===== src/rtl/fil_pkg.sv =====
package fil_pkg;

    typedef enum logic [2:0] {
        ST_IDLE,
        ST_HEADER,
        ST_DATA,
        ST_STORE,
        ST_FINISH
    } fil_state_e;

    localparam logic [7:0] CMD_READ_3B = 8'h03;
    localparam logic [7:0] CMD_READ_4B = 8'h13;

endpackage


===== src/rtl/fil_spi_byte.sv =====
module fil_spi_byte #(
    parameter int HALF_DIV = 2
) (
    input  logic       clk,
    input  logic       rst_n,
    input  logic       go,
    input  logic [7:0] tx_byte,
    input  logic       miso,
    output logic       sck,
    output logic       mosi,
    output logic       byte_done,
    output logic [7:0] rx_byte
);

    localparam int DIV_W = (HALF_DIV > 1) ? $clog2(HALF_DIV) : 1;
    localparam logic [DIV_W-1:0] DIV_LAST = DIV_W'(HALF_DIV - 1);

    logic             busy;
    logic [DIV_W-1:0] div_q;
    logic [2:0]       bit_q;
    logic [7:0]       tx_q;
    logic [7:0]       rx_q;
    logic             tick;

    assign tick    = busy && (div_q == DIV_LAST);
    assign mosi    = tx_q[7];
    assign rx_byte = rx_q;

    always_ff @(posedge clk or negedge rst_n) begin
        if (!rst_n) begin
            busy      <= 1'b0;
            sck       <= 1'b0;
            byte_done <= 1'b0;
            div_q     <= '0;
            bit_q     <= '0;
            tx_q      <= '0;
            rx_q      <= '0;
        end else begin
            byte_done <= 1'b0;
            if (go && !busy) begin
                busy  <= 1'b1;
                sck   <= 1'b0;
                div_q <= '0;
                bit_q <= '0;
                tx_q  <= tx_byte;
            end else if (busy) begin
                if (tick) begin
                    div_q <= '0;
                    if (!sck) begin
                        sck  <= 1'b1;
                        rx_q <= {rx_q[6:0], miso};
                    end else begin
                        sck <= 1'b0;
                        if (bit_q == 3'd7) begin
                            busy      <= 1'b0;
                            byte_done <= 1'b1;
                        end else begin
                            bit_q <= bit_q + 3'd1;
                            tx_q  <= {tx_q[6:0], 1'b0};
                        end
                    end
                end else begin
                    div_q <= div_q + 1'b1;
                end
            end
        end
    end

    AST_SCK_PARKED: assert property (@(posedge clk) disable iff (!rst_n)
        !busy |-> !sck);
    AST_GO_WHEN_FREE: assert property (@(posedge clk) disable iff (!rst_n)
        go |-> !busy);

endmodule


===== src/rtl/fil_dest_step.sv =====
module fil_dest_step #(
    parameter int ADDR_W  = 16,
    parameter int IO_PAGE = 'hD0
) (
    input  logic              clk,
    input  logic              rst_n,
    input  logic              clear,
    input  logic              step,
    output logic [ADDR_W-1:0] addr,
    output logic              last
);

    localparam int PAGE_W      = ADDR_W - 8;
    localparam int IMAGE_BYTES = (1 << ADDR_W) - 3 * 256;
    localparam int CNT_W       = $clog2(IMAGE_BYTES);
    localparam logic [PAGE_W-1:0] IO_PG    = PAGE_W'(IO_PAGE);
    localparam logic [PAGE_W-1:0] FIRST_PG = PAGE_W'(2);
    localparam logic [CNT_W-1:0]  CNT_LAST = CNT_W'(IMAGE_BYTES - 1);

    logic [ADDR_W-1:0] addr_q;
    logic [CNT_W-1:0]  cnt_q;

    function automatic logic [ADDR_W-1:0] hop_io(input logic [ADDR_W-1:0] a);
        if (a[ADDR_W-1:8] == IO_PG) begin
            return {IO_PG + PAGE_W'(1), 8'h00};
        end
        return a;
    endfunction

    always_ff @(posedge clk or negedge rst_n) begin
        if (!rst_n) begin
            addr_q <= '0;
            cnt_q  <= '0;
        end else if (clear) begin
            addr_q <= hop_io({FIRST_PG, 8'h00});
            cnt_q  <= '0;
        end else if (step) begin
            addr_q <= hop_io(addr_q + 1'b1);
            cnt_q  <= cnt_q + 1'b1;
        end
    end

    assign addr = addr_q;
    assign last = (cnt_q == CNT_LAST);

    AST_DEST_LEGAL: assert property (@(posedge clk) disable iff (!rst_n)
        step |-> (addr[ADDR_W-1:8] >= FIRST_PG) && (addr[ADDR_W-1:8] != IO_PG));
    AST_DEST_RISES: assert property (@(posedge clk) disable iff (!rst_n)
        step |=> addr > $past(addr));
    AST_NO_STEP_AT_END: assert property (@(posedge clk) disable iff (!rst_n)
        last |-> !step);

endmodule


===== src/rtl/flash_image_loader.sv =====
module flash_image_loader
    import fil_pkg::*;
#(
    parameter int ADDR_W    = 16,
    parameter int IO_PAGE   = 'hD0,
    parameter int WIDE_ADDR = 0,
    parameter int HALF_DIV  = 2
) (
    input  logic              clk,
    input  logic              rst_n,
    input  logic              start,
    input  logic [31:0]       start_addr,
    output logic              spi_sck,
    output logic              spi_cs_n,
    output logic              spi_mosi,
    input  logic              spi_miso,
    output logic              mem_we,
    output logic [ADDR_W-1:0] mem_addr,
    output logic [7:0]        mem_wdata,
    input  logic              mem_ready,
    output logic              cpu_reset,
    output logic              done
);

    localparam int HDR_LEN = (WIDE_ADDR != 0) ? 5 : 4;
    localparam logic [7:0] READ_CMD = (WIDE_ADDR != 0) ? CMD_READ_4B : CMD_READ_3B;
    localparam logic [2:0] HDR_LAST = 3'(HDR_LEN - 1);

    fil_state_e  state_q, state_d;
    logic [31:0] base_q;
    logic [2:0]  hdr_q;
    logic        spi_go, spi_done;
    logic [7:0]  spi_tx, spi_rx;
    logic        dst_clear, dst_step, dst_last;

    function automatic logic [7:0] hdr_byte(input logic [2:0] idx, input logic [31:0] a);
        int sh;
        if (idx == 3'd0) begin
            return READ_CMD;
        end
        sh = 8 * (HDR_LEN - 1 - int'(idx));
        return 8'(a >> sh);
    endfunction

    fil_spi_byte #(.HALF_DIV(HALF_DIV)) u_spi (
        .clk       (clk),
        .rst_n     (rst_n),
        .go        (spi_go),
        .tx_byte   (spi_tx),
        .miso      (spi_miso),
        .sck       (spi_sck),
        .mosi      (spi_mosi),
        .byte_done (spi_done),
        .rx_byte   (spi_rx)
    );

    fil_dest_step #(.ADDR_W(ADDR_W), .IO_PAGE(IO_PAGE)) u_dest (
        .clk   (clk),
        .rst_n (rst_n),
        .clear (dst_clear),
        .step  (dst_step),
        .addr  (mem_addr),
        .last  (dst_last)
    );

    always_ff @(posedge clk or negedge rst_n) begin
        if (!rst_n) begin
            state_q <= ST_IDLE;
        end else begin
            state_q <= state_d;
        end
    end

    always_comb begin
        state_d   = state_q;
        spi_go    = 1'b0;
        spi_tx    = 8'h00;
        dst_clear = 1'b0;
        dst_step  = 1'b0;
        unique case (state_q)
            ST_IDLE: begin
                if (start) begin
                    state_d   = ST_HEADER;
                    spi_go    = 1'b1;
                    spi_tx    = READ_CMD;
                    dst_clear = 1'b1;
                end
            end
            ST_HEADER: begin
                if (spi_done) begin
                    spi_go = 1'b1;
                    if (hdr_q == HDR_LAST) begin
                        state_d = ST_DATA;
                    end else begin
                        spi_tx = hdr_byte(hdr_q + 3'd1, base_q);
                    end
                end
            end
            ST_DATA: begin
                if (spi_done) begin
                    state_d = ST_STORE;
                end
            end
            ST_STORE: begin
                if (mem_ready) begin
                    if (dst_last) begin
                        state_d = ST_FINISH;
                    end else begin
                        dst_step = 1'b1;
                        spi_go   = 1'b1;
                        state_d  = ST_DATA;
                    end
                end
            end
            ST_FINISH: begin
                state_d = ST_IDLE;
            end
            default: begin
                state_d = ST_IDLE;
            end
        endcase
    end

    always_ff @(posedge clk or negedge rst_n) begin
        if (!rst_n) begin
            spi_cs_n  <= 1'b1;
            cpu_reset <= 1'b0;
            done      <= 1'b0;
            mem_we    <= 1'b0;
            mem_wdata <= '0;
            base_q    <= '0;
            hdr_q     <= '0;
        end else begin
            done <= 1'b0;
            unique case (state_q)
                ST_IDLE: begin
                    if (start) begin
                        base_q    <= start_addr;
                        hdr_q     <= '0;
                        spi_cs_n  <= 1'b0;
                        cpu_reset <= 1'b1;
                    end
                end
                ST_HEADER: begin
                    if (spi_done) begin
                        hdr_q <= hdr_q + 3'd1;
                    end
                end
                ST_DATA: begin
                    if (spi_done) begin
                        mem_wdata <= spi_rx;
                        mem_we    <= 1'b1;
                    end
                end
                ST_STORE: begin
                    if (mem_ready) begin
                        mem_we <= 1'b0;
                        if (dst_last) begin
                            spi_cs_n <= 1'b1;
                        end
                    end
                end
                ST_FINISH: begin
                    cpu_reset <= 1'b0;
                    done      <= 1'b1;
                end
                default: begin
                end
            endcase
        end
    end

    AST_WE_HOLD: assert property (@(posedge clk) disable iff (!rst_n)
        mem_we && !mem_ready |=> mem_we && $stable(mem_addr) && $stable(mem_wdata));
    AST_STALL_SCK_LOW: assert property (@(posedge clk) disable iff (!rst_n)
        mem_we |-> !spi_sck);
    AST_HELD_DURING_WRITE: assert property (@(posedge clk) disable iff (!rst_n)
        mem_we |-> cpu_reset && !spi_cs_n);
    AST_DONE_SINGLE: assert property (@(posedge clk) disable iff (!rst_n)
        done |=> !done);
    AST_DONE_RELEASED: assert property (@(posedge clk) disable iff (!rst_n)
        done |-> !cpu_reset && spi_cs_n);
    AST_SCK_DESELECTED: assert property (@(posedge clk) disable iff (!rst_n)
        spi_cs_n |-> !spi_sck);

endmodule


===== config.mk =====
export PLATFORM = sky130hd
export DESIGN_NAME = flash_image_loader
export DESIGN_NICKNAME = d
export VERILOG_FILES = /design/src/rtl/fil_pkg.sv /design/src/rtl/fil_spi_byte.sv /design/src/rtl/fil_dest_step.sv /design/src/rtl/flash_image_loader.sv
export SDC_FILE = /design/constraint.sdc
export NUM_CORES = 1
export LEC_CHECK = 0
export CORE_ASPECT_RATIO = 1.75
export CORE_MARGIN = 4
export CORE_UTILIZATION = 55
export DETAILED_ROUTE_END_ITERATION = 8
export PLACE_DENSITY = 0.85
export SETUP_SLACK_MARGIN = 0.3
export SYNTH_ARGS = -nofsm -noshare
export SYNTH_HDL_FRONTEND = slang
export SYNTH_SLANG_ARGS = --single-unit

===== constraint.sdc =====
create_clock -name clk -period 2.9 [get_ports clk]
set_input_delay 0.725 -clock clk [delete_from_list [all_inputs] [get_ports clk]]
set_output_delay 0.725 -clock clk [all_outputs]
set_load 0.1 [all_outputs]

==> impl_results.md <==
- Final Hold Fails: 0
- CP Capture Type: register
- Final setup vio count: 0
- Routed wire length per instance: ~15 um
- Hold-fix buffers, CTS: 0
- Drt total wl: between 10000 and 15000 um
- Clk_lat worst skew: between 300 and 400 ps
- Synth area leader: dfrtp_1
- Grt ovf: 0
- Post-synthesis sequential area ratio: a little over half
- Clk root buf: clkbuf_16
- CP Class: register to register
- Max cap viols: 0
- CTS Buf Count: 9
- Iteration-0 DRC Markers: roughly 260
- Met3 GRT Util: 2.42%
- CTS sink count: 105
- R2R Setup Slk: approximately 400 ps
- IO Pins: between 60 and 70
- DRC violation count after routing: 0
- Post-synth top area share: a little over half
- Slew HR: 53.9%
- ANT cells: 0
- Avg Cell Area, Syn: between 9 and 10 um2
- Post-Syn Nets: 561
- Top_reg_cell synth: dfrtp_1
- GPL Wtd Cong: 0.891
- Power Density: 907 nW/um2
- Yosys warns: 0
- Distinct cells, synth: 48
- Post-synth EDFFs: 0
- TritonRoute pass-1 iters: 4
- Worst reg2reg path startpoint: u_dest.addr[0]$_DFFE_PN0P_
- Setup Fix Bufs, Post-CTS: 0
- Die area: between 10000 and 15000 um2
- CP startpoint kind: register
- Number of vias per cell: around 5.7
- First-pass GRT wire length: ~18000 um
- H-tree lvl count: 3
- Fmax achieved: ~0.4 GHz
- Max-slew violations: 0
- Tmin final: 2500 ps
- RSZ-0062 raised after global routing: yes
- Vias in the first global route: 4069
- Worst-margin pin slew: 689 ps
- Worst R2R Path Depth: 7
- Die width: approximately 80 um
- # rows: 45
- Initial Util: 57.0%
- Lkg Pwr: between 2 and 3 nW
- WP data arrival: 2720 ps
- Status: complete, no violations
- Fillers: 678
- Commonest non-fill, non-tap cells in the layout: nand2_1 (150), dfrtp_1 (89), buf_4 (44)
- Share of cells above drive strength 1: between 10% and 20%
- Period utilization: a little under nine tenths
- Worst VDD drop: ~560 uV
- Synth top area cells: dfrtp_1 (52%), nand2_1 (11%), mux2_2 (3.6%)
- WHS: ~360 ps
- GRT busiest layer: met2
- Min-Delay Path Class: input port to asynchronous set/reset pin
- Port bufs: 66
- Commonest non-fill, non-tap cell in the layout: nand2_1
- Clk_skew: 8.65 ps
- Crit path required time: roughly 3100 ps
- Core outline area: about 8800 um2
- Final Net Count: between 600 and 700
- Die span in y: about 130 um
- Crit path max fanout: 8
- Total negative slack: 0 ps
- Largest net degree at the start of global routing: 46
- RR Endpoint: u_dest.addr[3]$_DFFE_PN0P_
- Mapped Cells: about 520
- Total track usage: 21.4%
- Mapped Area: 5000 um2
- Area Overhead vs Synth: 21.5%
- Post-synthesis sequential element count: between 100 and 150
- Post-DP HPWL: 7700 um
- Met2 Use GR: between 30% and 40%
- CTS tree: built
- Clk pin slew, worst setup/hold paths: around 70 ps
- Vias post-DR: 3998
- Antenna viol nets, final: 0
- Ys async rst share: between 90% and 100%
- Max Buffers Root-to-Sink: 2
- GRT met1 Usage: 24.0%
- Initial antenna violation count: 0
where the power goes:
part / switching [mW] / total [mW] / internal (mW)
Sequential: 0.401 / 2.36 / 1.96
Clock: 0.569 / 1.16 / 0.588
Combinational: 1.26 / 2.00 / 0.739
Total: 2.23 / 5.52 / 3.28
flip-flops by register name, indices dropped and copies added, names as in the netlist, 3 cells and up:
register / flops
u_spi.tx_q: 8
hdr_q: 3
mem_wdata: 8
u_spi.bit_q: 3
u_dest.addr: 16
u_dest.cnt_q: 16
u_spi.rx_byte: 8
state_q: 3
base_q: 32
per-layer routing:
metal | part of all wire [%] | up-vias
met5 | 0 | -
met4 | 3.1 | 0
met3 | 3.4 | 23
met2 | 56 | 87
met1 | 38 | 1985
li1 | - | 1903
synth_stat cells (2+ instances only):
master	n
o31ai_1	3
o221ai_1	2
ha_1	7
inv_1	6
dfrtp_1	104
nand2b_1	4
o211ai_1	4
a21o_1	2
a21oi_1	4
nor3b_1	2
mux2i_1	5
xnor2_1	8
nor3_1	9
and3_1	7
xor2_1	11
or2_2	2
nor4_1	4
nand3_1	25
and2_1	6
a22oi_1	7
nand3b_1	2
mux2_2	16
clkbuf_1	16
a211o_1	2
a31oi_1	3
buf_1	6
and4_1	2
nor2_1	42
o21ai_0	20
nand2_1	150
buf_2	3
mux4_2	8
nand4_1	9
a311oi_1	2
worst max path at each step:
stage / start / endpoint / slack (ps) / cells past startpoint
2_1_floorplan: u_dest.addr[0]$_DFFE_PN0P_ / u_dest.addr[2]$_DFFE_PN0P_ / 320 / 8
3_3_place_gp: u_dest.addr[0]$_DFFE_PN0P_ / u_dest.addr[7]$_DFFE_PN0P_ / 360 / 7
3_5_place_dp: u_dest.addr[0]$_DFFE_PN0P_ / u_dest.addr[3]$_DFFE_PN0P_ / 300 / 7
4_1_cts: u_dest.addr[0]$_DFFE_PN0P_ / u_dest.addr[3]$_DFFE_PN0P_ / 430 / 7
5_1_grt: u_dest.addr[0]$_DFFE_PN0P_ / u_dest.addr[7]$_DFFE_PN0P_ / 290 / 7
6_report: u_dest.addr[0]$_DFFE_PN0P_ / u_dest.addr[3]$_DFFE_PN0P_ / 400 / 7
layout make-up:
| class | count | area (um2) | share of cell area [%] |
|---|---|---|---|
| Clock buffer | 9 | 225 | 3.70 |
| Clock inverter | 7 | 57.6 | 0.947 |
| Inverter | 6 | 22.5 | 0.370 |
| Multi-Input combinational cell | 380 | 2270 | 37.4 |
| Sequential cell | 105 | 2650 | 43.6 |
| Tap cell | 117 | 146 | 2.41 |
| Timing Repair Buffer | 80 | 701 | 11.5 |
cells by family after synthesis:
group                      count (synthesis)  share of synthesized area (%)
AOI/OAI and AO/OA                         54                           7.43
xor gates and xnor gates                  19                           3.33
adders and majority gates                  7                           1.75
buffers and inverters                     32                           2.55
DFF                                      105                           52.5
muxes                                     29                           8.20
and+or+nand+nor                          271                           24.2
through the flow:
| step | area [um2] | util [%] | total power, mW | instances | worst slack, ps |
|---|---|---|---|---|---|
| after CTS | 6060 | 69.0 | 5.54 | 704 | 431 |
| final | 6080 | 69.2 | 5.52 | 704 | 404 |
| after floorplan | 5030 | - | 3.84 | 517 | 322 |
| after global placement | 5780 | 65.8 | 4.27 | 688 | 358 |
| after detailed placement | 5780 | 65.8 | 4.39 | 688 | 302 |
| after global routing | 6080 | 69.2 | 5.84 | 704 | 292 |
critical path, stage by stage, from the launching register on:
cell and delay (ps):
dfrtp_4 510, ha_1 260, and3_1 230, and2_1 140, o311a_1 320, or4_4 560, o21ai_4 220, o211ai_1 130
what timing repair did:
item	4_1_cts	5_1_grt
endpoints found under the hold margin	0	0
setup endpoints to repair	3	10
gates resized for setup	1	2
(Power assumes the default switching activity.)
